--- src/rtl/cwd_pkg.sv ---
package cwd_pkg;
    localparam int CNT_W  = 16;
    localparam int BYTE_W = CNT_W / 2;
    localparam int ADDR_W = 3;

    // Register map as seen on the bus
    localparam logic [ADDR_W-1:0] A_RUN    = 3'd0;
    localparam logic [ADDR_W-1:0] A_MODE   = 3'd1;
    localparam logic [ADDR_W-1:0] A_CNT_LO = 3'd2;
    localparam logic [ADDR_W-1:0] A_CNT_HI = 3'd3;
    localparam logic [ADDR_W-1:0] A_CHMODE = 3'd4;
    localparam logic [ADDR_W-1:0] A_OFFSET = 3'd5;
    localparam logic [ADDR_W-1:0] A_DEADLN = 3'd6;

    // Code read from the channel mode register while the watchdog owns it
    localparam logic [BYTE_W-1:0] SWTIMER_CODE = 8'h48;
    localparam int EN_BIT = 7;
endpackage

--- src/rtl/cwd_counter.sv ---
// Free-running counter with write lock.
// Assumes: CNT_W is even; the lock and force inputs come from registered state.
module cwd_counter #(
    parameter int CNT_W = 16,
    localparam int BW = CNT_W / 2
) (
    input  logic          clk,
    input  logic          rst_n,
    input  logic          tick,
    input  logic          run_sw,
    input  logic          wd_on,
    input  logic          wr_lo,
    input  logic          wr_hi,
    input  logic [BW-1:0] wdata,
    output logic [CNT_W-1:0] cnt,
    output logic          hi_step,
    output logic [BW-1:0] hi_next
);
    logic adv;

    // Advance condition: software run or forced by watchdog
    always_comb begin
        adv     = tick && (run_sw || wd_on);
        hi_step = adv && (cnt[BW-1:0] == {BW{1'b1}});
        hi_next = cnt[CNT_W-1:BW] + 1'b1;
    end

    // Counter state: bus write when unlocked, else advance
    always_ff @(posedge clk) begin
        if (!rst_n) begin
            cnt <= '0;
        end else if (!wd_on && (wr_lo || wr_hi)) begin
            if (wr_lo) cnt[BW-1:0]     <= wdata;
            if (wr_hi) cnt[CNT_W-1:BW] <= wdata;
        end else if (adv) begin
            cnt <= cnt + 1'b1;
        end
    end


    locked_cnt_chk: assert property (@(posedge clk) disable iff (!rst_n)
        (wd_on && !tick && (wr_lo || wr_hi)) |=> $stable(cnt));

    forced_run_chk: assert property (@(posedge clk) disable iff (!rst_n)
        (wd_on && tick) |=> (cnt != $past(cnt)));
endmodule

--- src/rtl/cwd_cfg.sv ---
// Configuration registers: run bit, mode (enable, clock select, idle),
// channel mode and offset. Assumes one bus write per cycle.
module cwd_cfg #(
    parameter int BW = 8,
    parameter int AW = 3
) (
    input  logic          clk,
    input  logic          rst_n,
    input  logic          wr_en,
    input  logic [AW-1:0] addr,
    input  logic [BW-1:0] wdata,
    output logic          run_sw,
    output logic          wd_on,
    output logic          wd_live,
    output logic [2:0]    clksel,
    output logic          idle_hold,
    output logic [BW-1:0] ch_mode,
    output logic [BW-1:0] offset
);
    import cwd_pkg::*;

    logic wr_mode;

    // Decode of the mode write and the match gate
    always_comb begin
        wr_mode = wr_en && (addr == A_MODE);
        wd_live = wd_on && !(wr_mode && !wdata[EN_BIT]);
    end

    // Register updates with lock on clock select, idle and channel mode
    always_ff @(posedge clk) begin
        if (!rst_n) begin
            run_sw    <= 1'b0;
            wd_on     <= 1'b1;
            clksel    <= '0;
            idle_hold <= 1'b0;
            ch_mode   <= '0;
            offset    <= '0;
        end else if (wr_en) begin
            case (addr)
                A_RUN:  run_sw <= wdata[0];
                A_MODE: begin
                    wd_on <= wdata[EN_BIT];
                    if (!wd_on) begin
                        clksel    <= wdata[3:1];
                        idle_hold <= wdata[0];
                    end
                end
                A_CHMODE: if (!wd_on) ch_mode <= wdata;
                A_OFFSET: offset <= wdata;
                default: ;
            endcase
        end
    end


    chmode_lock_chk: assert property (@(posedge clk) disable iff (!rst_n)
        wd_on |=> $stable(ch_mode));

    mode_lock_chk: assert property (@(posedge clk) disable iff (!rst_n)
        wd_on |=> ($stable(clksel) && $stable(idle_hold)));
endmodule

--- src/rtl/cwd_match.sv ---
// Deadline register, refresh and match detector. Assumes hi_step/hi_next
// describe the counter's upper byte on the coming edge.
module cwd_match #(
    parameter int BW = 8
) (
    input  logic          clk,
    input  logic          rst_n,
    input  logic          wd_on,
    input  logic          wd_live,
    input  logic          wr_dl,
    input  logic [BW-1:0] wdata,
    input  logic [BW-1:0] cnt_hi,
    input  logic [BW-1:0] offset,
    input  logic          hi_step,
    input  logic [BW-1:0] hi_next,
    output logic [BW-1:0] deadline,
    output logic          wdog_rst
);
    logic refresh;
    logic hit;

    // Refresh strobe and match event
    always_comb begin
        refresh = wr_dl && wd_on;
        hit     = wd_live && hi_step && (hi_next == deadline) && !refresh;
    end

    // Deadline: reload on refresh, plain store when disabled
    always_ff @(posedge clk) begin
        if (!rst_n)
            deadline <= '0;
        else if (refresh)
            deadline <= cnt_hi + offset;
        else if (wr_dl)
            deadline <= wdata;
    end

    // Registered one-cycle reset request
    always_ff @(posedge clk) begin
        if (!rst_n) wdog_rst <= 1'b0;
        else        wdog_rst <= hit;
    end


    one_pulse_chk: assert property (@(posedge clk) disable iff (!rst_n)
        wdog_rst |=> !wdog_rst);

    off_quiet_chk: assert property (@(posedge clk) disable iff (!rst_n)
        !wd_live |=> !wdog_rst);

    refresh_wins_chk: assert property (@(posedge clk) disable iff (!rst_n)
        refresh |=> !wdog_rst);

    reload_chk: assert property (@(posedge clk) disable iff (!rst_n)
        refresh |=> (deadline == $past(cnt_hi + offset)));
endmodule

--- src/rtl/cwd_top.sv ---
// Counter-compare watchdog top: wires counter, configuration and match
// logic, decodes bus writes and registers read data.
module cwd_top #(
    parameter int CNT_W  = 16,
    parameter int ADDR_W = 3,
    localparam int BW = CNT_W / 2
) (
    input  logic              clk,
    input  logic              rst_n,
    input  logic              cnt_tick,
    input  logic              wr_en,
    input  logic              rd_en,
    input  logic [ADDR_W-1:0] addr,
    input  logic [BW-1:0]     wdata,
    output logic [BW-1:0]     rdata,
    output logic              wdog_rst
);
    import cwd_pkg::*;

    logic [CNT_W-1:0] cnt;
    logic             hi_step, run_sw, wd_on, wd_live, idle_hold;
    logic [BW-1:0]    hi_next, ch_mode, offset, deadline;
    logic [2:0]       clksel;
    logic             wr_lo, wr_hi, wr_dl;

    // Write strobes per target
    always_comb begin
        wr_lo = wr_en && (addr == A_CNT_LO);
        wr_hi = wr_en && (addr == A_CNT_HI);
        wr_dl = wr_en && (addr == A_DEADLN);
    end

    cwd_counter #(.CNT_W(CNT_W)) u_cnt (
        .clk(clk), .rst_n(rst_n), .tick(cnt_tick), .run_sw(run_sw),
        .wd_on(wd_on), .wr_lo(wr_lo), .wr_hi(wr_hi), .wdata(wdata),
        .cnt(cnt), .hi_step(hi_step), .hi_next(hi_next)
    );

    cwd_cfg #(.BW(BW), .AW(ADDR_W)) u_cfg (
        .clk(clk), .rst_n(rst_n), .wr_en(wr_en), .addr(addr), .wdata(wdata),
        .run_sw(run_sw), .wd_on(wd_on), .wd_live(wd_live), .clksel(clksel),
        .idle_hold(idle_hold), .ch_mode(ch_mode), .offset(offset)
    );

    cwd_match #(.BW(BW)) u_match (
        .clk(clk), .rst_n(rst_n), .wd_on(wd_on), .wd_live(wd_live),
        .wr_dl(wr_dl), .wdata(wdata), .cnt_hi(cnt[CNT_W-1:BW]),
        .offset(offset), .hi_step(hi_step), .hi_next(hi_next),
        .deadline(deadline), .wdog_rst(wdog_rst)
    );

    // Registered read mux
    always_ff @(posedge clk) begin
        if (!rst_n) begin
            rdata <= '0;
        end else if (rd_en) begin
            case (addr)
                A_RUN:    rdata <= {{(BW-1){1'b0}}, run_sw};
                A_MODE:   rdata <= {wd_on, 3'b000, clksel, idle_hold};
                A_CNT_LO: rdata <= cnt[BW-1:0];
                A_CNT_HI: rdata <= cnt[CNT_W-1:BW];
                A_CHMODE: rdata <= wd_on ? SWTIMER_CODE : ch_mode;
                A_OFFSET: rdata <= offset;
                A_DEADLN: rdata <= deadline;
                default:  rdata <= '0;
            endcase
        end
    end
endmodule

--- config.mk ---
export PLATFORM = sky130hd
export DESIGN_NAME = cwd_top
export DESIGN_NICKNAME = d
export VERILOG_FILES = /design/src/rtl/cwd_pkg.sv /design/src/rtl/cwd_counter.sv /design/src/rtl/cwd_cfg.sv /design/src/rtl/cwd_match.sv /design/src/rtl/cwd_top.sv
export SDC_FILE = /design/constraint.sdc
export NUM_CORES = 1
export LEC_CHECK = 0
export ABC_AREA = 1
export BUFFER_PORTS_ARGS = -buffer_cell sky130_fd_sc_hd__buf_2
export CAP_MARGIN = 20
export CORE_ASPECT_RATIO = 0.5
export CORE_MARGIN = 5
export CORE_UTILIZATION = 52
export CTS_CLUSTER_SIZE = 30
export DETAILED_ROUTE_END_ITERATION = 6
export PLACE_DENSITY = 0.79
export SETUP_SLACK_MARGIN = 0.02
export SYNTH_ARGS = -nofsm -noshare
export SYNTH_HDL_FRONTEND = slang
export SYNTH_SLANG_ARGS = --single-unit
--- constraint.sdc ---
create_clock -name clk -period 2.8 [get_ports clk]
set_clock_uncertainty 0.2 [all_clocks]
set_input_delay 0.84 -clock clk [delete_from_list [all_inputs] [get_ports clk]]
set_output_delay 0.84 -clock clk [all_outputs]
set_load 0.02 [all_outputs]
==> results.cfg <==
[clock_network]
clockRootBuffer = sky130_fd_sc_hd__clkbuf_16
worst_skew_pair.late_latency_ns = 0.30
number_of_clock_buffers_inserted_by_tritoncts = 5
cts.reportedPaths.clkPinSlew_ns = 0.08
ctsHoldBuffers = 0
cts_post_setup_buffers_inserted = 0
cts_tree = done
cts-root-to-sink-buffers = 2
numClockSinks = 55
cts-resized-gates = 0
cts_htree_levels = 2

[run_status]
outcome = finished clean

[place]
minimum_setup_slack_after_placement_ns = 0.427
finalWeightedCongestion = 0.961
port_buffers = 24
dp_hpwl_um = 7290
dpl_cell_area_um2 = 3540

[global_route]
number_of_global_route_vias_before_repair = 3171
global_route_wire_length_before_repair_um = 15700
antenna_violations_before_repair = 0
grt_overflow = 0
grtUsageTotal_pct = 24.7
grt_start_max_net_pins = 36

[sta]
grt_setup_unrepaired = no
min_period_over_period_pct = 76.2
final_hold_viol_count = 0
worst_pin_slew_ns = 0.532
clock.fmax_ghz = 0.468
setup_violations = 0
finalMaxSlewViolations = 0
final.setup.worst_slack_ns = 0.665
slew_headroom_pct = 64.5
fin_hold_ws_ns = 0.258
setup_total_negative_slack_ns = 0
final_period_minus_worst_setup_slack_ns = 2.13

[finish]
num-fill-cells = 592
post-route-cell-area_um2 = 3690
area_growth_syn_to_layout_pct = 10.6
postLayoutCoreUtil_pct = 60.0
num_antenna_cells = 0
design.final.nets = 567
post_route_cells_drive_above_1_share_pct = 10.3

[worst_setup_path]
crit_arrival_ns = 2.17
setup.worst_path.class = flop to flop
launch_point_of_the_worst_path = u_cnt.cnt[9]
crit_path_end_kind = flop
worstPathRequired_ns = 2.83
critPathLaunchType = flop
worstPathMaxFanout = 6
r2r-start = u_cnt.cnt[9]

[die]
placement_rows = 20
chipWidth_um = 123
floorplan.io_pins = 25
start_util_pct = 54.2
core-area_um2 = 6160
die-area_um2 = 8220
dieHeight_um = 66.7

[logic_synthesis]
synthesis.area_um2 = 3340
netlist_instances = 518
flops_latches_synth = 55
synth.area.top_cells = sky130_fd_sc_hd__dfxtp_1 (33%), sky130_fd_sc_hd__nand2_1 (13%), sky130_fd_sc_hd__a21oi_1 (8.4%)
synth.distinct_cells = 33
synth-edff-count = 0
seq_total_area_yosys_pct = 33.0
synthesis.nets = 544
synthArstFlopShare_pct = 0
synthFlopType = sky130_fd_sc_hd__dfxtp_1
post-synth-top-area-cell = sky130_fd_sc_hd__dfxtp_1
synth_area_per_cell_um2 = 6.45
yosys_warnings = 0
synth_top_area_share_pct = 33.0

[hold_path]
worst_hold_path_class = flop to flop
hold_wc_startpoint = u_cfg.clksel[1]

[drt]
avgRoutedWirePerCell_um = 15.5
final_antenna_net_count = 0
detail_route.wirelength_um = 9740
drc = 0
drtPass1Iterations = 6
num_vias = 3551
first_iter_violations = 569
post_drt_via_cell_ratio = 5.64

[flow_run]
maxCapViolCount = 0

[power]
power.leakage_nw = 1.65
maximum_vdd_drop_v = 0.000239
power.density_nw_per_um2 = 464
-- metrics by stage --
| stage | cells | power (W) |
|---|---|---|
| 2_1_floorplan | 518 | 0.000988 |
| 3_3_place_gp | 622 | 0.00106 |
| 3_5_place_dp | 622 | 0.00106 |
| 4_1_cts | 630 | 0.00170 |
| 5_1_grt | 630 | 0.00176 |
| 6_report | 630 | 0.00171 |
-- registers in the layout (all words and copies together) (netlist names) --
| signal | cells |
|---|---|
| u_cfg.ch_mode | 8 |
| u_cnt.cnt | 16 |
| rdata | 8 |
| u_match.wdog_rst | 1 |
| u_cfg.clksel | 3 |
| u_cfg.idle_hold | 1 |
| u_cfg.run_sw | 1 |
| u_match.deadline | 8 |
| u_cfg.offset | 8 |
| u_cfg.wd_on | 1 |
-- layout make-up --
cell class / instances / area [um2] / area share [%]
multi-input cells: 378 / 1900 / 51.5
flip-flops and latches: 55 / 1100 / 29.8
inverters: 72 / 275 / 7.45
repair buffers: 29 / 158 / 4.27
clock buffers: 5 / 125 / 3.39
well taps: 88 / 110 / 2.98
clock inverters: 3 / 23.8 / 0.644
-- cells in the final DEF (no fill, tap or decap), types with 2 or more instances in the layout --
cell type	instances
sky130_fd_sc_hd__nor2_1	56
sky130_fd_sc_hd__o22ai_1	7
sky130_fd_sc_hd__nor3_1	2
sky130_fd_sc_hd__buf_4	5
sky130_fd_sc_hd__nand3_1	34
sky130_fd_sc_hd__dfxtp_1	55
sky130_fd_sc_hd__xor2_1	14
sky130_fd_sc_hd__clkbuf_16	5
sky130_fd_sc_hd__inv_2	7
sky130_fd_sc_hd__nand2_2	2
sky130_fd_sc_hd__o21ai_1	5
sky130_fd_sc_hd__nand4_1	5
sky130_fd_sc_hd__nor2_2	4
sky130_fd_sc_hd__nand2_1	116
sky130_fd_sc_hd__xnor2_1	6
sky130_fd_sc_hd__ha_1	9
sky130_fd_sc_hd__a31oi_1	4
sky130_fd_sc_hd__o21ai_0	48
sky130_fd_sc_hd__buf_2	24
sky130_fd_sc_hd__inv_1	64
sky130_fd_sc_hd__a21oi_1	56
-- kinds of logic after synthesis --
| logic type | count (synthesis) | synth area share, % |
|---|---|---|
| flops | 55 | 33.0 |
| xor+xnor | 20 | 5.25 |
| buf+inv | 85 | 10.1 |
| fa+ha+maj | 10 | 3.97 |
| compound gates | 124 | 19.5 |
| simple gates | 224 | 28.2 |
-- worst max-delay path, stage by stage, from the launching register on --
cell,delay [ns]
sky130_fd_sc_hd__dfxtp_1,0.49
sky130_fd_sc_hd__inv_1,0.18
sky130_fd_sc_hd__fa_1,0.49
sky130_fd_sc_hd__nand3b_1,0.18
sky130_fd_sc_hd__nand2_1,0.11
sky130_fd_sc_hd__nand3_1,0.10
sky130_fd_sc_hd__nand3_1,0.09
sky130_fd_sc_hd__nand3_1,0.09
sky130_fd_sc_hd__a21oi_1,0.13
-- metal layers --
layer  up-vias  part of all wire, %  GRT usage (%)  wire length, um
li1       1725                    -              -                -
met5         -                    0              0                0
met2       213                   39           35.4             3770
met4         0                  2.1           6.62              205
met1      1590                   45           36.3             4370
met3        23                   14           6.53             1400
-- worst paths after layout --
check,slack [ns],endpoint,depth (start not counted)
worst max-delay path,0.67,u_match.deadline[6],8
worst min-delay path,0.26,u_cfg.clksel[1],2
worst max register to register,0.67,u_match.deadline[6],8
worst min register to register,0.26,u_cfg.clksel[1],2
-- report_power, final --
group	internal, W	switching, W	total (W)
Combinational	0.0000730	0.000143	0.000216
Sequential	0.000804	0.0000328	0.000837
Clock	0.000338	0.000322	0.000660
Total	0.00122	0.000498	0.00171
-- cells in the mapped netlist, types with 2 or more instances --
| cell | n |
|---|---|
| sky130_fd_sc_hd__buf_2 | 5 |
| sky130_fd_sc_hd__a31oi_1 | 4 |
| sky130_fd_sc_hd__inv_2 | 7 |
| sky130_fd_sc_hd__xor2_1 | 14 |
| sky130_fd_sc_hd__clkbuf_1 | 6 |
| sky130_fd_sc_hd__o21ai_1 | 5 |
| sky130_fd_sc_hd__nand3_1 | 34 |
| sky130_fd_sc_hd__nand4_1 | 5 |
| sky130_fd_sc_hd__o22ai_1 | 7 |
| sky130_fd_sc_hd__o21ai_0 | 48 |
| sky130_fd_sc_hd__nor2_2 | 4 |
| sky130_fd_sc_hd__ha_1 | 9 |
| sky130_fd_sc_hd__nor2_1 | 56 |
| sky130_fd_sc_hd__nand2_1 | 116 |
| sky130_fd_sc_hd__inv_1 | 64 |
| sky130_fd_sc_hd__xnor2_1 | 6 |
| sky130_fd_sc_hd__nor3_1 | 2 |
| sky130_fd_sc_hd__dfxtp_1 | 55 |
| sky130_fd_sc_hd__a21oi_1 | 56 |
| sky130_fd_sc_hd__nand2_2 | 2 |
Note: power is estimated with default switching activity, not from simulation.
